### src/rtl/turnfree_pkg.sv
// Shared helpers for the no-turnaround SRAM.
// Assumes a burst is always four words, selected by the two low address bits.
package turnfree_pkg;

    localparam int BEAT_W = 2;

    // Low address bits of a burst beat for the chosen order
    function automatic logic [BEAT_W-1:0] beat_offset(
        input logic              il,
        input logic [BEAT_W-1:0] start,
        input logic [BEAT_W-1:0] beat
    );
        return il ? (start ^ beat) : (start + beat);
    endfunction

endpackage

### src/rtl/tf_cmd_seq.sv
// Command sequencer: turns load/advance cycles into one access per edge.
// On a load it takes the external address and direction if the chip is
// selected. On an advance it steps the four-beat burst counter.
// Assumes ADDR_W > 2 and a static burst order during operation.
module tf_cmd_seq
    import turnfree_pkg::*;
#(
    parameter int ADDR_W = 6,
    parameter int NBYTES = 2
) (
    input  logic              clk,
    input  logic              rst_n,
    input  logic              en,
    input  logic              adv_ld,
    input  logic              chip_on,
    input  logic              wr_n,
    input  logic [ADDR_W-1:0] addr,
    input  logic [NBYTES-1:0] bw_n,
    input  logic              order_il,
    output logic              cmd_v,
    output logic              cmd_w,
    output logic [ADDR_W-1:0] cmd_a,
    output logic [NBYTES-1:0] cmd_m
);

    logic              burst_on;
    logic              burst_wr;
    logic [ADDR_W-1:0] base_a;
    logic [BEAT_W-1:0] beat;
    logic [BEAT_W-1:0] nxt_beat;

    assign nxt_beat = beat + 1'b1;

    // Issue this edge's command from the pins or from the burst state
    always_comb begin
        cmd_m = bw_n;
        if (!adv_ld) begin
            cmd_v = chip_on;
            cmd_w = !wr_n;
            cmd_a = addr;
        end else begin
            cmd_v = burst_on;
            cmd_w = burst_wr;
            cmd_a = base_a;
            cmd_a[BEAT_W-1:0] = beat_offset(order_il, base_a[BEAT_W-1:0], nxt_beat);
        end
    end

    // Track the running burst: start, end or step it
    always_ff @(posedge clk) begin
        if (!rst_n) begin
            burst_on <= 1'b0;
            burst_wr <= 1'b0;
            base_a   <= '0;
            beat     <= '0;
        end else if (en) begin
            if (!adv_ld) begin
                burst_on <= chip_on;
                burst_wr <= !wr_n;
                base_a   <= addr;
                beat     <= '0;
            end else if (burst_on) begin
                beat     <= nxt_beat;
            end
        end
    end

endmodule

### src/rtl/tf_array.sv
// Storage array with byte-masked synchronous write and asynchronous read.
// A read of a word written at the same edge returns the old contents;
// the caller forwards anything newer. Contents are not reset.
module tf_array #(
    parameter int ADDR_W = 6,
    parameter int NBYTES = 2,
    parameter int BYTE_W = 9
) (
    input  logic                     clk,
    input  logic                     en,
    input  logic                     wr_en,
    input  logic [ADDR_W-1:0]        wr_addr,
    input  logic [NBYTES*BYTE_W-1:0] wr_data,
    input  logic [NBYTES-1:0]        wr_mask_n,
    input  logic [ADDR_W-1:0]        rd_addr,
    output logic [NBYTES*BYTE_W-1:0] rd_data
);

    localparam int DEPTH  = 1 << ADDR_W;
    localparam int DATA_W = NBYTES * BYTE_W;

    logic [DATA_W-1:0] mem [DEPTH];

    // Write the unmasked bytes of the committed word
    always_ff @(posedge clk) begin
        if (en && wr_en) begin
            for (int b = 0; b < NBYTES; b++) begin
                if (!wr_mask_n[b]) begin
                    mem[wr_addr][b*BYTE_W +: BYTE_W] <= wr_data[b*BYTE_W +: BYTE_W];
                end
            end
        end
    end

    // Combinational read port
    assign rd_data = mem[rd_addr];

endmodule

### src/rtl/turnfree_sram.sv
// Pipelined synchronous SRAM with equal read and write latency.
// Stage s1 holds the command taken at the last edge and reads the array.
// Stage s2 meets its write data on din. A write buffer commits one edge
// later, and the output register drives read data two edges after the command.
// Reads merge pending write bytes (write buffer, then din) over the array.
// Assumes order_il only changes while in reset.
module turnfree_sram
    import turnfree_pkg::*;
#(
    parameter int ADDR_W = 6,
    parameter int NBYTES = 2,
    parameter int BYTE_W = 9
) (
    input  logic                     clk,
    input  logic                     rst_n,
    input  logic                     clk_en_n,
    input  logic                     cs0_n,
    input  logic                     cs1,
    input  logic                     cs2_n,
    input  logic                     adv_ld,
    input  logic                     wr_n,
    input  logic [ADDR_W-1:0]        addr,
    input  logic [NBYTES-1:0]        bw_n,
    input  logic                     order_il,
    input  logic [NBYTES*BYTE_W-1:0] din,
    input  logic                     oe_n,
    output logic [NBYTES*BYTE_W-1:0] dout,
    output logic                     dout_en
);

    localparam int DATA_W = NBYTES * BYTE_W;

    typedef logic [NBYTES-1:0][BYTE_W-1:0] word_t;

    logic              en;
    logic              chip_on;

    logic              nx_v, nx_w;
    logic [ADDR_W-1:0] nx_a;
    logic [NBYTES-1:0] nx_m;

    logic              s1_v, s1_w;
    logic [ADDR_W-1:0] s1_a;
    logic [NBYTES-1:0] s1_m;
    logic              s2_v, s2_w;
    logic [ADDR_W-1:0] s2_a;
    logic [NBYTES-1:0] s2_m;

    logic              wb_v;
    logic [ADDR_W-1:0] wb_a;
    logic [NBYTES-1:0] wb_m;
    word_t             wb_d;

    word_t             din_w;
    word_t             arr_rd;
    word_t             merged;
    word_t             rd_q;
    logic [DATA_W-1:0] dout_q;
    logic              drv_q;

    assign en      = !clk_en_n;
    assign chip_on = !cs0_n && cs1 && !cs2_n;
    assign din_w   = din;

    tf_cmd_seq #(
        .ADDR_W (ADDR_W),
        .NBYTES (NBYTES)
    ) u_seq (
        .clk      (clk),
        .rst_n    (rst_n),
        .en       (en),
        .adv_ld   (adv_ld),
        .chip_on  (chip_on),
        .wr_n     (wr_n),
        .addr     (addr),
        .bw_n     (bw_n),
        .order_il (order_il),
        .cmd_v    (nx_v),
        .cmd_w    (nx_w),
        .cmd_a    (nx_a),
        .cmd_m    (nx_m)
    );

    tf_array #(
        .ADDR_W (ADDR_W),
        .NBYTES (NBYTES),
        .BYTE_W (BYTE_W)
    ) u_arr (
        .clk       (clk),
        .en        (en),
        .wr_en     (wb_v),
        .wr_addr   (wb_a),
        .wr_data   (wb_d),
        .wr_mask_n (wb_m),
        .rd_addr   (s1_a),
        .rd_data   (arr_rd)
    );

    // Per-byte forwarding: the newest pending write byte wins over the array
    for (genvar b = 0; b < NBYTES; b++) begin : g_fwd
        logic hit_buf, hit_bus;
        assign hit_buf   = wb_v && (wb_a == s1_a) && !wb_m[b];
        assign hit_bus   = s2_v && s2_w && (s2_a == s1_a) && !s2_m[b];
        assign merged[b] = hit_bus ? din_w[b] : (hit_buf ? wb_d[b] : arr_rd[b]);
    end

    // Advance the command, write-buffer and read-data pipeline
    always_ff @(posedge clk) begin
        if (!rst_n) begin
            s1_v   <= 1'b0;
            s1_w   <= 1'b0;
            s1_a   <= '0;
            s1_m   <= '1;
            s2_v   <= 1'b0;
            s2_w   <= 1'b0;
            s2_a   <= '0;
            s2_m   <= '1;
            wb_v   <= 1'b0;
            wb_a   <= '0;
            wb_m   <= '1;
            wb_d   <= '0;
            rd_q   <= '0;
            dout_q <= '0;
            drv_q  <= 1'b0;
        end else if (en) begin
            s1_v   <= nx_v;
            s1_w   <= nx_w;
            s1_a   <= nx_a;
            s1_m   <= nx_m;
            s2_v   <= s1_v;
            s2_w   <= s1_w;
            s2_a   <= s1_a;
            s2_m   <= s1_m;
            wb_v   <= s2_v && s2_w;
            wb_a   <= s2_a;
            wb_m   <= s2_m;
            wb_d   <= din_w;
            rd_q   <= merged;
            dout_q <= rd_q;
            drv_q  <= s2_v && !s2_w;
        end
    end

    // Asynchronous output gating
    assign dout_en = drv_q && !oe_n;
    assign dout    = dout_en ? dout_q : '0;

endmodule

### config.mk
export PLATFORM = sky130hd
export DESIGN_NAME = turnfree_sram
export DESIGN_NICKNAME = d
export VERILOG_FILES = /design/src/rtl/turnfree_pkg.sv /design/src/rtl/tf_cmd_seq.sv /design/src/rtl/tf_array.sv /design/src/rtl/turnfree_sram.sv
export SDC_FILE = /design/constraint.sdc
export NUM_CORES = 1
export LEC_CHECK = 0
export BUFFER_PORTS_ARGS = -buffer_cell sky130_fd_sc_hd__buf_4
export CORE_MARGIN = 5
export CORE_UTILIZATION = 42
export DETAILED_ROUTE_END_ITERATION = 7
export MAX_ROUTING_LAYER = met4
export PLACE_DENSITY = 0.67
export RECOVER_POWER = 100
export REMOVE_ABC_BUFFERS = 1
export SETUP_SLACK_MARGIN = 0.15
export SLEW_MARGIN = 20
export SYNTH_ARGS = -nofsm -noshare
export SYNTH_HDL_FRONTEND = slang
export SYNTH_SLANG_ARGS = --single-unit
### constraint.sdc
create_clock -name clk -period 2.8 [get_ports clk]
set_input_delay 0.42 -clock clk [delete_from_list [all_inputs] [get_ports clk]]
set_output_delay 0.42 -clock clk [all_outputs]
set_load 0.01 [all_outputs]
# Yosys cells after proc, flatten, opt, wreduce, memory -nomap -nowiden
# Memory sizes are Yosys's and may differ from the RTL's. A register that Yosys moved wholly into a read port is not among the register bits.
# Index checks and enable logic that the tools add are counted.
[word_totals] output_inout_bits=19 elab_cells=69 register_bits=92 ram_bits=1152 in_bits=36 mem_count=1
[classes] mux=17 n_reduce_logical=24 bitwise_logic=3 n_addsub=2 eq_ne=3
[memory_table] memory="u_arr.mem" words=64 word_bits=18 read_ports=1 rd_ports_with_merged_regs=1 write_ports=1 line_no="tf_array.sv:22" source="logic [DATA_W-1:0] mem [DEPTH];"
[ops] cell="$mux 9" n=4
[ops] cell="$mux 18" n=1
[ops] cell="$mux 6" n=3
[ops] cell="$eq 6x6->1" n=2
[ops] cell="$logic_and 1x1->1" n=12
[ops] cell="$logic_not 1->1" n=10
[ops] cell="$mux 1" n=6
[ops] cell="$mux 2" n=3
[ops] cell="$reduce_and 2->1" n=2
[ops] cell="$add 2x1->2 const B" n=1
[ops] cell="$add 2x2->2" n=1
[ops] cell="$ne 2x1->1 const B" n=1
[ops] cell="$not 1->1" n=2
[ops] cell="$xor 2x2->2" n=1

# Logic depth before layout (Yosys ltp)
# Gate-level depths: netlist of run 1.
[depth] ltp_word=6 ltp_mapped=11 ltp_nobuf=8

# Hierarchy
# A second synthesis of run 1 with hierarchy kept.
[unflattened] hier_cells=2535 hier_area_um2=48911.9
[by_module_without_submodules] module="tf_array" area_each_um2=44755.4 n_inst=1 cells_per_inst=2107 seq_area_each_um2=34593.2
[by_module_without_submodules] module="turnfree_sram" area_each_um2=3578.4 n_inst=1 cells_per_inst=360 seq_area_each_um2=1681.6
[by_module_without_submodules] module="tf_cmd_seq" area_each_um2=578.1 n_inst=1 cells_per_inst=68 seq_area_each_um2=200.2

# Worst setup path after synthesis of run 1
# OpenSTA, ideal clock, no wires.
[synth_timing] path_type="register to register" from="register with a tool-made name" to="register rd_q[5] (netlist name)" setup_time_ns=0.120 synth_period_minus_slack_ns=2.264 path_slack_ns=0.536 path_buffers=4 stages_incl_launch_ff=9 t_required_ns=2.680 t_arrival_ns=2.144 path_cell_list="dfxtp_1 buf_6 buf_4 buf_4 buf_4 mux4_2 o31ai_1 a211oi_1 o31a_1"
[synth_lines] item="end signal, assigned" line_no="turnfree_sram.sv:138" source="rd_q <= merged;"
[synth_lines] item="end, declared" line_no="turnfree_sram.sv:57" source="word_t rd_q;"

==> metrics.md, run 1 <==
| Metric | Value |
|---|---|
| Cells after DPL | `approximately 4200` |
| Most frequent cells in the layout | `edfxtp_1, mux4_2, nor2_1` |
| Synthesized area | `48700 um2` |
| Slowest Stage Delay on Critical Path | `around 520 ps` |
| Clk root buf | `clkbuf_16` |
| MaxCap Viol Count | `7` |
| Max Root-Sink Buffers | `3` |
| Port-buffer cells | `54` |
| Area share of the largest cell type after synthesis | `approximately 71%` |
| Seq/Total Area, Yosys | `roughly 75%` |
| Leak | `17.76 nW` |
| Num rows | `125` |
| CTS Buf Count | `118` |
| H-tree depth | `3` |
| Clk sinks | `between 1000 and 1500` |
| Synth async-reset ratio | `0%` |
| CP Data Arrival Time | `3200 ps` |
| Critical path endpoint category | `flip-flop` |
| Synth warn | `0` |
| CP cell instances | `buf_12, mux4_2, a22o_1, o21ai_0, buf_4, o2111ai_1, buf_4, a41oi_1, o41ai_1` |
| Routed vias | `25225` |
| Most frequent CP cell | `buf_4` |
| Clock period minus worst slack | `2643 ps` |
| Cell variety after synth | `62` |
| DRC viols | `0` |
| Share of layout cells above drive strength 1 | `around a quarter` |
| # diodes | `0` |
| Final core occ | `48.64%` |
| Yosys reg bits | `~1300` |
| DP HPWL | `approximately 76 mm` |
| GRT Residual Overflow | `0` |
| Ranking of synthesized cells by area | `edfxtp_1, mux4_2, dfxtp_1` |
| Worst hold margin | `45.25 ps` |
| Io pins | `55` |
| DRT iter0 DRCs | `approximately 2900` |
| Initial antenna violation count | `2` |
| Slew HR | `-10.91%` |
| Total GRT Usage | `between 10% and 20%` |
| Final net count | `between 2000 and 3000` |
| Clk slew on worst S/H paths | `roughly 60 ps` |
| Main synth FF type | `edfxtp_1` |
| First-pass GRT wire length | `172.7 mm` |
| Width of the die | `~350 um` |
| Drt wl/cell | `26.71 um` |
| Maximum fanout along the worst path | `11` |
| Crit start category | `flip-flop` |
| Pin count of the biggest net entering global routing | `91` |
| Crit-path slowest cell | `mux4_2` |
| Status | `finished, violations left` |
| Cell Count, Final, Fillers Out | `4422` |
| TritonRoute pass-1 iters | `5` |
| Die Y | `about 350 um` |
| Final Hold Vio Count | `0` |
| Final period util | `94.41%` |
| Most common cell after layout, fill and taps aside | `edfxtp_1` |
| Dpl ws | `between 100 and 150 ps` |
| Core box area | `115700 um2` |
| Slew @ Worst Pin | `between 1500 and 2000 ps` |
| PwrDens | `683.8 nW/um2` |
| Number of enable flip-flop cells after synthesis | `1152` |
| Failing checks | `capacitance limit, slew limit` |
| Kind of critical path | `flip-flop to flip-flop` |
| Initial Util | `42.08%` |
| VDD IR max | `0.5304 mV` |
| CTS tree | `yes` |
| Clock Latency Late Sink | `around 700 ps` |
| Area leader, netlist | `edfxtp_1` |
| Detailed Route WL | `between 100 and 150 mm` |
| Worst EP required | `3350 ps` |
| # setup viols final | `0` |
| Syn_area_per_cell | `19.96 um2` |
| Max-slew violations | `251` |
| Global placement routability congestion | `around 0.89` |
| Unrepaired setup endpoints after global routing | `yes` |
| Worst clock skew | `~27 ps` |
| Layout area overhead | `15.58%` |
| Vias/cell | `about 5.7` |
| Final ANT Viol Nets | `0` |
| Vias in the first global route | `25646` |
| Die area | `around 120000 um2` |
| Synthesized instance count | `roughly 2400` |
| Max Clock Freq | `0.3783 GHz` |
| Post-route setup slack | `156.6 ps` |
| Hold Path Class | `input port to flip-flop` |
| Final setup TNS | `0 ps` |
| Filler cells | `~9500` |
==> worst max-delay path, delay by kind of cell (launching register included) <==
family / cells / cell delay [ps]
muxes: 1 / 520
buffers and inverters: 3 / 570
DFF: 1 / 470
AOI/OAI and AO/OA: 5 / 940
==> cells in the mapped netlist (7+ instances only) <==
master / n
buf_2: 32
buf_6: 7
and3_1: 7
nor2b_1: 14
a22o_1: 16
nor3_1: 7
nand3_1: 14
o22ai_1: 17
clkbuf_1: 63
buf_1: 13
a211oi_1: 17
buf_4: 26
nand2_1: 93
nor2_1: 220
a31oi_1: 7
xnor2_1: 12
dfxtp_1: 98
and2_1: 25
a21oi_1: 34
nand4_1: 7
o21ai_0: 24
edfxtp_1: 1152
a22oi_1: 14
mux2i_1: 136
mux4_2: 306
==> routing by layer <==
layer  global-route usage [%]  part of all wire, %  vias to the layer above
met4                    5.178                  2.7                        0
li1                         -                    -                    10683
met1                    26.85                   40                    13214
met2                    30.34                   48                     1139
met3                    4.074                  8.6                      189
met5                        -                    0                        -
==> worst paths after layout <==
check / from / endpoint / slack (ps) / depth (start not counted)
worst max-delay path: flip-flop / rd_q[6]$_SDFFE_PN0N_ / 160 / 9
worst min-delay path: din[12] / wb_d[12]$_SDFFE_PN0N_ / 50 / 3
worst max register to register: flip-flop / rd_q[6]$_SDFFE_PN0N_ / 160 / 9
worst min register to register: u_seq.base_a[2]$_SDFFE_PN0P_ / u_seq.base_a[2]$_SDFFE_PN0P_ / 460 / 2
==> final cells by class <==
type	instances	area, um2	share of cell area (%)
Inverter	6	25.02	0.04445
Multi-Input combinational cell	1040	11420	20.29
Timing Repair Buffer	382	2540	4.512
Clock buffer	161	3269	5.808
Tap cell	1524	1907	3.387
Sequential cell	1250	36570	64.96
Clock inverter	59	566.8	1.007
==> flip-flops by register name, indices dropped and copies added, names as in the netlist, 2 cells and up, named ones only <==
name          cells
s1_m              2
s2_m              2
s2_a              6
s1_a              6
u_seq.beat        2
wb_d             18
dout_q           18
u_arr.mem      1152
rd_q             18
wb_a              6
u_seq.base_a      6
wb_m              2
==> cells by family after synthesis <==
group / count (synthesis) / synth area share, %
flip-flops: 1250 / 75.06
multiplexers: 447 / 17.06
buffers and inverters: 150 / 1.616
XOR/XNOR: 15 / 0.2698
AO/OA/AOI/OAI: 168 / 2.348
AND/OR/NAND/NOR: 409 / 3.625
adder cells (fa/ha/maj): 1 / 0.02569
==> power breakdown <==
part	switching (W)	total, W	internal, W
Combinational	0.00114	0.00207	0.000930
Clock	0.00666	0.0157	0.00907
Sequential	0.000228	0.0207	0.0205
Total	0.00802	0.0385	0.0305
==> through the flow <==
step / area [um2] / total power (W)
detailed placement: 52790 / 0.02308
CTS: 56920 / 0.03874
floorplan: 47940 / 0.02254
global placement: 52790 / 0.02303
finish: 56290 / 0.03850
global route: 56290 / 0.03974
==> repair_timing <==
item / 4_1_cts / 5_1_grt
pin swaps: 0 / 1
setup buffers: 4 / 3
hold buffers: 19 / 1
cloned: 1 / 2
endpoints found under the setup margin: 9 / 16
hold endpoints to repair: 19 / 1
resized for setup: 5 / 19
Note: power is estimated with default switching activity, not from simulation.
==> inputs of run 2 (changes only) <==
--- a/config.mk
+++ b/config.mk
@@ -9,6 +9,7 @@
 export CORE_MARGIN = 5
 export CORE_UTILIZATION = 42
 export DETAILED_ROUTE_END_ITERATION = 7
+export HOLD_SLACK_MARGIN = 0.08
 export MAX_ROUTING_LAYER = met4
 export PLACE_DENSITY = 0.67
 export RECOVER_POWER = 100
@@ -17,4 +18,5 @@
 export SLEW_MARGIN = 20
 export SYNTH_ARGS = -nofsm -noshare
 export SYNTH_HDL_FRONTEND = slang
+export SYNTH_HIERARCHICAL = 1
 export SYNTH_SLANG_ARGS = --single-unit
==> run 2 against run 1 <==
The flow still finishes with violations (capacitance limit, slew limit). Fmax shrank 4.8%. Synthesized cell count grew 3.9%. Count of clock-buffer cells in the layout shrank 5. Largest power group unchanged.
==> metrics.md, run 2 <==
| Metric | Value |
|---|---|
| Status | `finished, violations left` |
| Failing checks | `capacitance limit, slew limit` |
| Final setup TNS | `0 ps (unchanged)` |
| Synth async-reset ratio | `0% (unchanged)` |
| Final Hold Vio Count | `0 (unchanged)` |
| Num rows | `125 (unchanged)` |
| Port-buffer cells | `54 (unchanged)` |
| DRT iter0 DRCs | `3091 (+7.3%)` |
| Initial antenna violation count | `0 (-2)` |
| # setup viols final | `0 (unchanged)` |
| Clock period minus worst slack | `2778 ps (+134.2 ps)` |
| Worst EP required | `3390 ps (+40 ps)` |
| Max-slew violations | `315 (+25%)` |
| Pin count of the biggest net entering global routing | `71 (-22%)` |
| Final ANT Viol Nets | `0 (unchanged)` |
| Vias in the first global route | `26173 (+2.1%)` |
| Die Y | `351.3 um (+0.21%)` |
| Synth warn | `6 (+6)` |
| GRT Residual Overflow | `0 (unchanged)` |
| Die area | `123400 um2 (+0.41%)` |
| Total GRT Usage | `19.81% (+0.21 points)` |
| Clk sinks | `1246 (-0.32%)` |
| Max Root-Sink Buffers | `3 (unchanged)` |
| CP Data Arrival Time | `3370 ps (+170 ps)` |
| Global placement routability congestion | `0.8588 (-3.2%)` |
| Routed vias | `25949 (+2.9%)` |
| Crit path max-delay family | `compound AO/OA/AOI/OAI gates` |
| Switch share | `21.00% (+0.16 points)` |
| Most frequent cell after synthesis | `edfxtp_1` |
| Flop pwr share | `52.8% (-1.0 points)` |
| Drt wl/cell | `26.54 um (-0.63%)` |
| Layout area overhead | `17.23%` |
| Slowest Stage Delay on Critical Path | `530 ps (about the same)` |
| Core box area | `115900 um2 (+0.13%)` |
| Worst path bufs/invs | `4 (+1)` |
| MaxCap Viol Count | `7 (unchanged)` |
| Maximum fanout along the worst path | `7 (-4)` |
| Clk root buf | `clkbuf_16` |
| Switching power | `0.008196 W (+2.1%)` |
| Ranking of synthesized cells by area | `edfxtp_1, mux4_2, dfxtp_1` |
| Top cells by count, synth | `edfxtp_1, mux4_2, mux2i_1` |
| Crit-path slowest cell | `o41ai_2` |
| Most frequent CP cell | `o221ai_1` |
| First-pass GRT wire length | `175.6 mm (+1.7%)` |
| DRC viols | `0 (unchanged)` |
| Crit start category | `flip-flop` |
| Leak | `18.09 nW (+1.9%)` |
| Syn_area_per_cell | `19.29 um2 (-3.3%)` |
| Clk slew on worst S/H paths | `60 ps (about the same)` |
| Area share of the largest cell type after synthesis | `70.73% (-0.30 points)` |
| Main synth FF type | `edfxtp_1` |
| Yosys reg bits | `1246 (-0.32%)` |
| Clock Latency Late Sink | `700 ps (about the same)` |
| Width of the die | `351.3 um (+0.21%)` |
| Synthesized area | `48910 um2 (+0.43%)` |
| Detailed Route WL | `120.7 mm (+2.2%)` |
| Critical path endpoint category | `flip-flop` |
| Sequential Area | `36490 um2 (-0.20%)` |
| Slew HR | `-36.51% (-26 points)` |
| Vias/cell | `5.708 (about the same)` |
| Combinational power share | `6.4% (+1.0 points)` |
| PwrDens | `680.6 nW/um2 (-0.47%)` |
| Dpl ws | `-198.9 ps (-304.3 ps)` |
| Unrepaired setup endpoints after global routing | `yes` |
| VDD IR max | `0.4890 mV (-7.8%)` |
| H-tree depth | `3 (unchanged)` |
| P_int | `0.03083 W (+1.2%)` |
| Kind of critical path | `flip-flop to flip-flop` |
| CTS tree | `yes` |
| Top reg by flops | `u_arr/mem` |
| Max Clock Freq | `0.3600 GHz (-4.8%)` |
| Clk pwr share | `40.8% (about the same)` |
| Area of the multi-input gates | `11810 um2 (+3.4%)` |
| Io pins | `55 (unchanged)` |
| Worst clock skew | `33.70 ps (+6.786 ps)` |
| CP cell instances | `buf_6, buf_12, clkbuf_16, buf_4, mux4_2, o22a_1, o221ai_1, o41ai_2, mux2i_1, o221ai_1` |
| Final net count | `2965 (+4.6%)` |
| Seq/Total Area, Yosys | `74.57% (-0.48 points)` |
| Most frequent cells in the layout | `edfxtp_1, mux4_2, clkbuf_1` |
| Hold Path Class | `input port to flip-flop` |
| Most common cell after layout, fill and taps aside | `edfxtp_1` |
| CTS Buf Count | `116 (-1.7%)` |
| TritonRoute pass-1 iters | `6 (+1)` |
| Cell variety after synth | `61 (-1.6%)` |
| Filler cells | `9329 (-1.6%)` |
| DP HPWL | `77.05 mm (+1.1%)` |
| Number of enable flip-flop cells after synthesis | `1152 (unchanged)` |
| Area leader, netlist | `edfxtp_1` |
| Cell Count, Final, Fillers Out | `4546 (+2.8%)` |
| Initial Util | `42.20% (+0.12 points)` |
| Share of layout cells above drive strength 1 | `24.73% (+0.57 points)` |
| Final period util | `99.20% (+4.8 points)` |
| Worst hold margin | `126.8 ps (+81.59 ps)` |
| Slew @ Worst Pin | `2048 ps (+386.2 ps)` |
| Cells after DPL | `4258 (+2.1%)` |
| Synthesized instance count | `2535 (+3.9%)` |
| Max reg flops | `1152 (unchanged)` |
| Post-route setup slack | `22.44 ps (-134.2 ps)` |
## run 2: path summary, 6_finish.rpt
path                               from               endpoint  slack, ps  depth (start not counted)
setup / recovery   s1_a[0]$_SDFFE_PN0N_  rd_q[12]$_SDFFE_PN0N_         20                         10
hold / removal                   din[6]   wb_d[6]$_SDFFE_PN0N_        130                          3
setup reg to reg   s1_a[0]$_SDFFE_PN0N_  rd_q[12]$_SDFFE_PN0N_         20                         10
hold reg to reg   rd_q[14]$_SDFFE_PN0N_  rd_q[14]$_SDFFE_PN0N_        470                          2
## run 2: area by class of cell
class                           count  share of cell area (%)
Multi-Input combinational cell   1132                   20.59
Tap cell                         1524                   3.326
Inverter                            6                 0.03928
Clock inverter                     55                   1.133
Antenna cell                        1                0.004364
Timing Repair Buffer              426                   5.684
Sequential cell                  1246                   63.65
Clock buffer                      156                   5.578
## run 2: power groups by stage
stage,clock network (W),registers [W],logic (W)
floorplan,0,0.0212,0.00149
detailed placement,0,0.0210,0.00220
CTS,0.0161,0.0206,0.00236
global placement,0,0.0210,0.00216
finish,0.0159,0.0206,0.00250
global route,0.0170,0.0206,0.00264
## run 2: cell families (layout without fill, tap and decap cells)
| logic type | Yosys count | after routing | synth area share (%) |
|---|---|---|---|
| mux | 441 | 441 | 15.41 |
| buf+inv | 157 | 643 | 1.954 |
| flops | 1246 | 1246 | 74.57 |
| xor+xnor | 12 | 12 | 0.2430 |
| compound gates | 241 | 241 | 3.725 |
| fa+ha+maj | 1 | 1 | 0.02558 |
| simple gates | 437 | 437 | 4.065 |
| other cells | 0 | 1 | 0 |
## run 2: timing repair
action	in CTS	in global routing
setup endpoints to repair	13	18
hold buffers	21	0
endpoints found under the hold margin	27	0
gates cloned	5	5
buffers inserted	12	33
pin swaps	6	21
gates resized for setup	33	69
## run 2: worst min-delay path, cell delays in order
cell	delay, ps
buf_4	110
nand2_1	140
a21boi_0	110
## run 2: per-layer routing
metal | routed length, um | vias up | track usage, %
li1 | - | 11067 | -
met1 | 48520 | 13637 | 26.18
met2 | 60330 | 1046 | 32.20
met3 | 8542 | 199 | 3.139
met4 | 3269 | 0 | 5.793
met5 | 0 | - | -
## run 2: through the flow
stage | util (%) | area [um2] | power, W
floorplan | - | 47980 | 0.02268
global placement | 45.64 | 52890 | 0.02314
detailed placement | 45.64 | 52890 | 0.02319
CTS | 49.51 | 57380 | 0.03910
global route | 49.47 | 57340 | 0.04024
finish | 49.48 | 57340 | 0.03902
==> inputs of run 3 (changes only) <==
--- a/config.mk
+++ b/config.mk
@@ -12,7 +12,6 @@
 export HOLD_SLACK_MARGIN = 0.08
 export MAX_ROUTING_LAYER = met4
 export PLACE_DENSITY = 0.67
-export RECOVER_POWER = 100
 export REMOVE_ABC_BUFFERS = 1
 export SETUP_SLACK_MARGIN = 0.15
 export SLEW_MARGIN = 20
==> run 3 against run 2 <==
Highest routed layer unchanged. Fmax increased by 1.8%. Register-to-register slack improved by 50 ps. Critical path depth unchanged. Worst setup slack improved by 50 ps. Die area is the same. Clock skew rose by 5.6 ps. Sequential share of layout area decreased by 0.79 points. The run now ends clean. Flip-flop and latch count stayed put. Wire length decreased by 0.12%. Sequential power barely moved. Design area is 1.3% higher.
==> metrics.md, run 3 (synthesis gave the netlist of run 2 again) <==
| Metric | Value |
|---|---|
| Clock Latency Late Sink | `710 ps (about the same)` |
| H-tree depth | `3 (unchanged)` |
| Final core occ | `50.13% (+0.65 points)` |
| Flop pwr share | `52.7% (about the same)` |
| Combinational power share | `6.5% (about the same)` |
| Max-slew violations | `0 (-100%)` |
| Cell Count, Final, Fillers Out | `4545 (-0.022%)` |
| Max Clock Freq | `0.3666 GHz (+1.8%)` |
| GRT Residual Overflow | `0 (unchanged)` |
| Pin count of the biggest net entering global routing | `71 (unchanged)` |
| Num rows | `125 (unchanged)` |
| Clk pwr share | `40.8% (about the same)` |
| Setup slack, reg-to-reg | `70 ps (+50 ps)` |
| Crit start category | `flip-flop` |
| Initial antenna violation count | `0 (unchanged)` |
| Width of the die | `351.3 um (unchanged)` |
| Routed vias | `25922 (-0.10%)` |
| Initial Util | `42.20% (unchanged)` |
| Sequential Area | `36510 um2 (about the same)` |
| Final net count | `2965 (unchanged)` |
| VDD IR max | `0.5004 mV (+2.3%)` |
| TritonRoute pass-1 iters | `6 (unchanged)` |
| Detailed Route WL | `120.5 mm (-0.12%)` |
| Core box area | `115900 um2 (unchanged)` |
| Slew @ Worst Pin | `1063 ps (-985.0 ps)` |
| Total GRT Usage | `19.81% (unchanged)` |
| Io pins | `55 (unchanged)` |
| Worst clock skew | `39.28 ps (+5.585 ps)` |
| DP HPWL | `77.05 mm (unchanged)` |
| Final Hold Vio Count | `0 (unchanged)` |
| Status | `complete, no violations` |
| Clk sinks | `1246 (unchanged)` |
| CTS Buf Count | `116 (unchanged)` |
| P_int | `0.03085 W (about the same)` |
| Clk slew on worst S/H paths | `60 ps (about the same)` |
| Layout area overhead | `18.77%` |
| Leak | `18.87 nW (+4.3%)` |
| Clock period minus worst slack | `2727 ps (-50.08 ps)` |
| WHS Path Cells | `3 (unchanged)` |
| Worst EP required | `3390 ps (about the same)` |
| Filler cells | `9123 (-2.2%)` |
| RR Startpoint | `s1_a[0]$_SDFFE_PN0N_` |
| Critical path endpoint category | `flip-flop` |
| Area of the multi-input gates | `11820 um2 (+0.12%)` |
| Slew HR | `29.16% (+66 points)` |
| Reg2reg end | `rd_q[12]$_SDFFE_PN0N_` |
| Setup crit start | `s1_a[0]$_SDFFE_PN0N_` |
| Vias in the first global route | `26173 (unchanged)` |
| # diodes | `0 (-1)` |
| First-pass GRT wire length | `175.6 mm (unchanged)` |
| Share of layout cells above drive strength 1 | `30.98% (+6.3 points)` |
| Maximum fanout along the worst path | `7 (unchanged)` |
| Switching power | `0.008212 W (+0.20%)` |
| Most common cell after layout, fill and taps aside | `edfxtp_1` |
| Unrepaired setup endpoints after global routing | `yes` |
| Hold Path Class | `input port to flip-flop` |
| Worst r2r path cells | `10 (unchanged)` |
| Post-route cell area | `58090 um2 (+1.3%)` |
| DRT iter0 DRCs | `3079 (-0.39%)` |
| PwrDens | `672.3 nW/um2 (-1.2%)` |
| Global placement routability congestion | `0.8588 (unchanged)` |
| CTS tree | `yes` |
| Final period util | `97.41% (-1.8 points)` |
| Final ANT Viol Nets | `0 (unchanged)` |
| Port-buffer cells | `54 (unchanged)` |
| Drt wl/cell | `26.52 um (about the same)` |
| Switch share | `21.02% (+0.023 points)` |
| Max Root-Sink Buffers | `3 (unchanged)` |
| Vias/cell | `5.703 (about the same)` |
| DRC viols | `0 (unchanged)` |
| Die Y | `351.3 um (unchanged)` |
| CP Data Arrival Time | `3320 ps (-50 ps)` |
| Hold path endpoint | `wb_d[0]$_SDFFE_PN0N_` |
| Hold Path Origin | `din[0]` |
| Top reg by flops | `u_arr/mem` |
| MaxCap Viol Count | `0 (-7)` |
| Die area | `123400 um2 (unchanged)` |
| Most frequent cells in the layout | `edfxtp_1, buf_4, mux4_2` |
| Post-DP Area | `52890 um2 (unchanged)` |
| Kind of critical path | `flip-flop to flip-flop` |
| Cells after DPL | `4258 (unchanged)` |
| Clk root buf | `clkbuf_16` |
| Max reg flops | `1152 (unchanged)` |
| # setup viols final | `0 (unchanged)` |
==> run 3: changes by cell type in the layout (fill, tap and decap cells not counted), sizes merged <==
cell    before  now
buf        212  401
clkbuf     349  160
diode        1    0
==> run 3: how the worst max path moves through the flow <==
stage	end	cells after the start
floorplan	rd_q[17]$_SDFFE_PN0N_	7
global placement	rd_q[1]$_SDFFE_PN0N_	9
detailed placement	rd_q[1]$_SDFFE_PN0N_	9
CTS	rd_q[3]$_SDFFE_PN0N_	9
global route	rd_q[12]$_SDFFE_PN0N_	10
finish	rd_q[12]$_SDFFE_PN0N_	10
==> run 3: power groups by stage <==
stage	Clock, W	Sequential [W]	Combinational, W
2_1_floorplan	0	0.0212	0.00149
3_3_place_gp	0	0.0210	0.00216
3_5_place_dp	0	0.0210	0.00220
4_1_cts	0.0161	0.0206	0.00236
5_1_grt	0.0170	0.0206	0.00267
6_report	0.0159	0.0206	0.00253
==> run 3: routing by layer <==
metal / GRT usage (%) / wire length (um)
met1: 26.18 / 47890
met2: 32.20 / 60260
met3: 3.139 / 9193
met4: 5.793 / 3169
met5: - / 0
==> run 3: worst max-delay path, cell delays in order, from the launching register on <==
cell and delay, ps:
dfxtp_4 400, buf_6 150, buf_12 120, clkbuf_16 150, buf_4 130, mux4_2 350, o22a_1 190, o221ai_1 200
o41ai_2 530, mux2i_1 160, o221ai_1 240
==> run 3: layout make-up <==
type	count	share of cell area, %
Sequential cell	1246	62.86
Multi-Input combinational cell	1132	20.35
Timing Repair Buffer	426	6.853
Clock buffer	156	5.505
Tap cell	1524	3.282
Clock inverter	55	1.118
Inverter	6	0.03877
==> run 3: per-stage QoR <==
stage          hold WS, ps  setup slack, ps  TNS, ps  power, W
5_1_grt              92.94           -19.00   -19.00   0.04026
2_1_floorplan        431.9           -12100  -241800   0.02268
3_5_place_dp         448.9           -198.9   -198.9   0.02319
4_1_cts              83.30            135.8        0   0.03910
3_3_place_gp         448.7           -202.0   -202.0   0.02314
6_report             125.8            72.53        0   0.03906
==> run 3: repair_timing <==
item | in CTS | in global routing
endpoints found under the hold margin | 27 | 0
hold buffers | 21 | 0
gates resized for setup | 33 | 69
endpoints found under the setup margin | 13 | 18
pin swaps | 6 | 21
buffers inserted | 12 | 33
gates cloned | 5 | 5
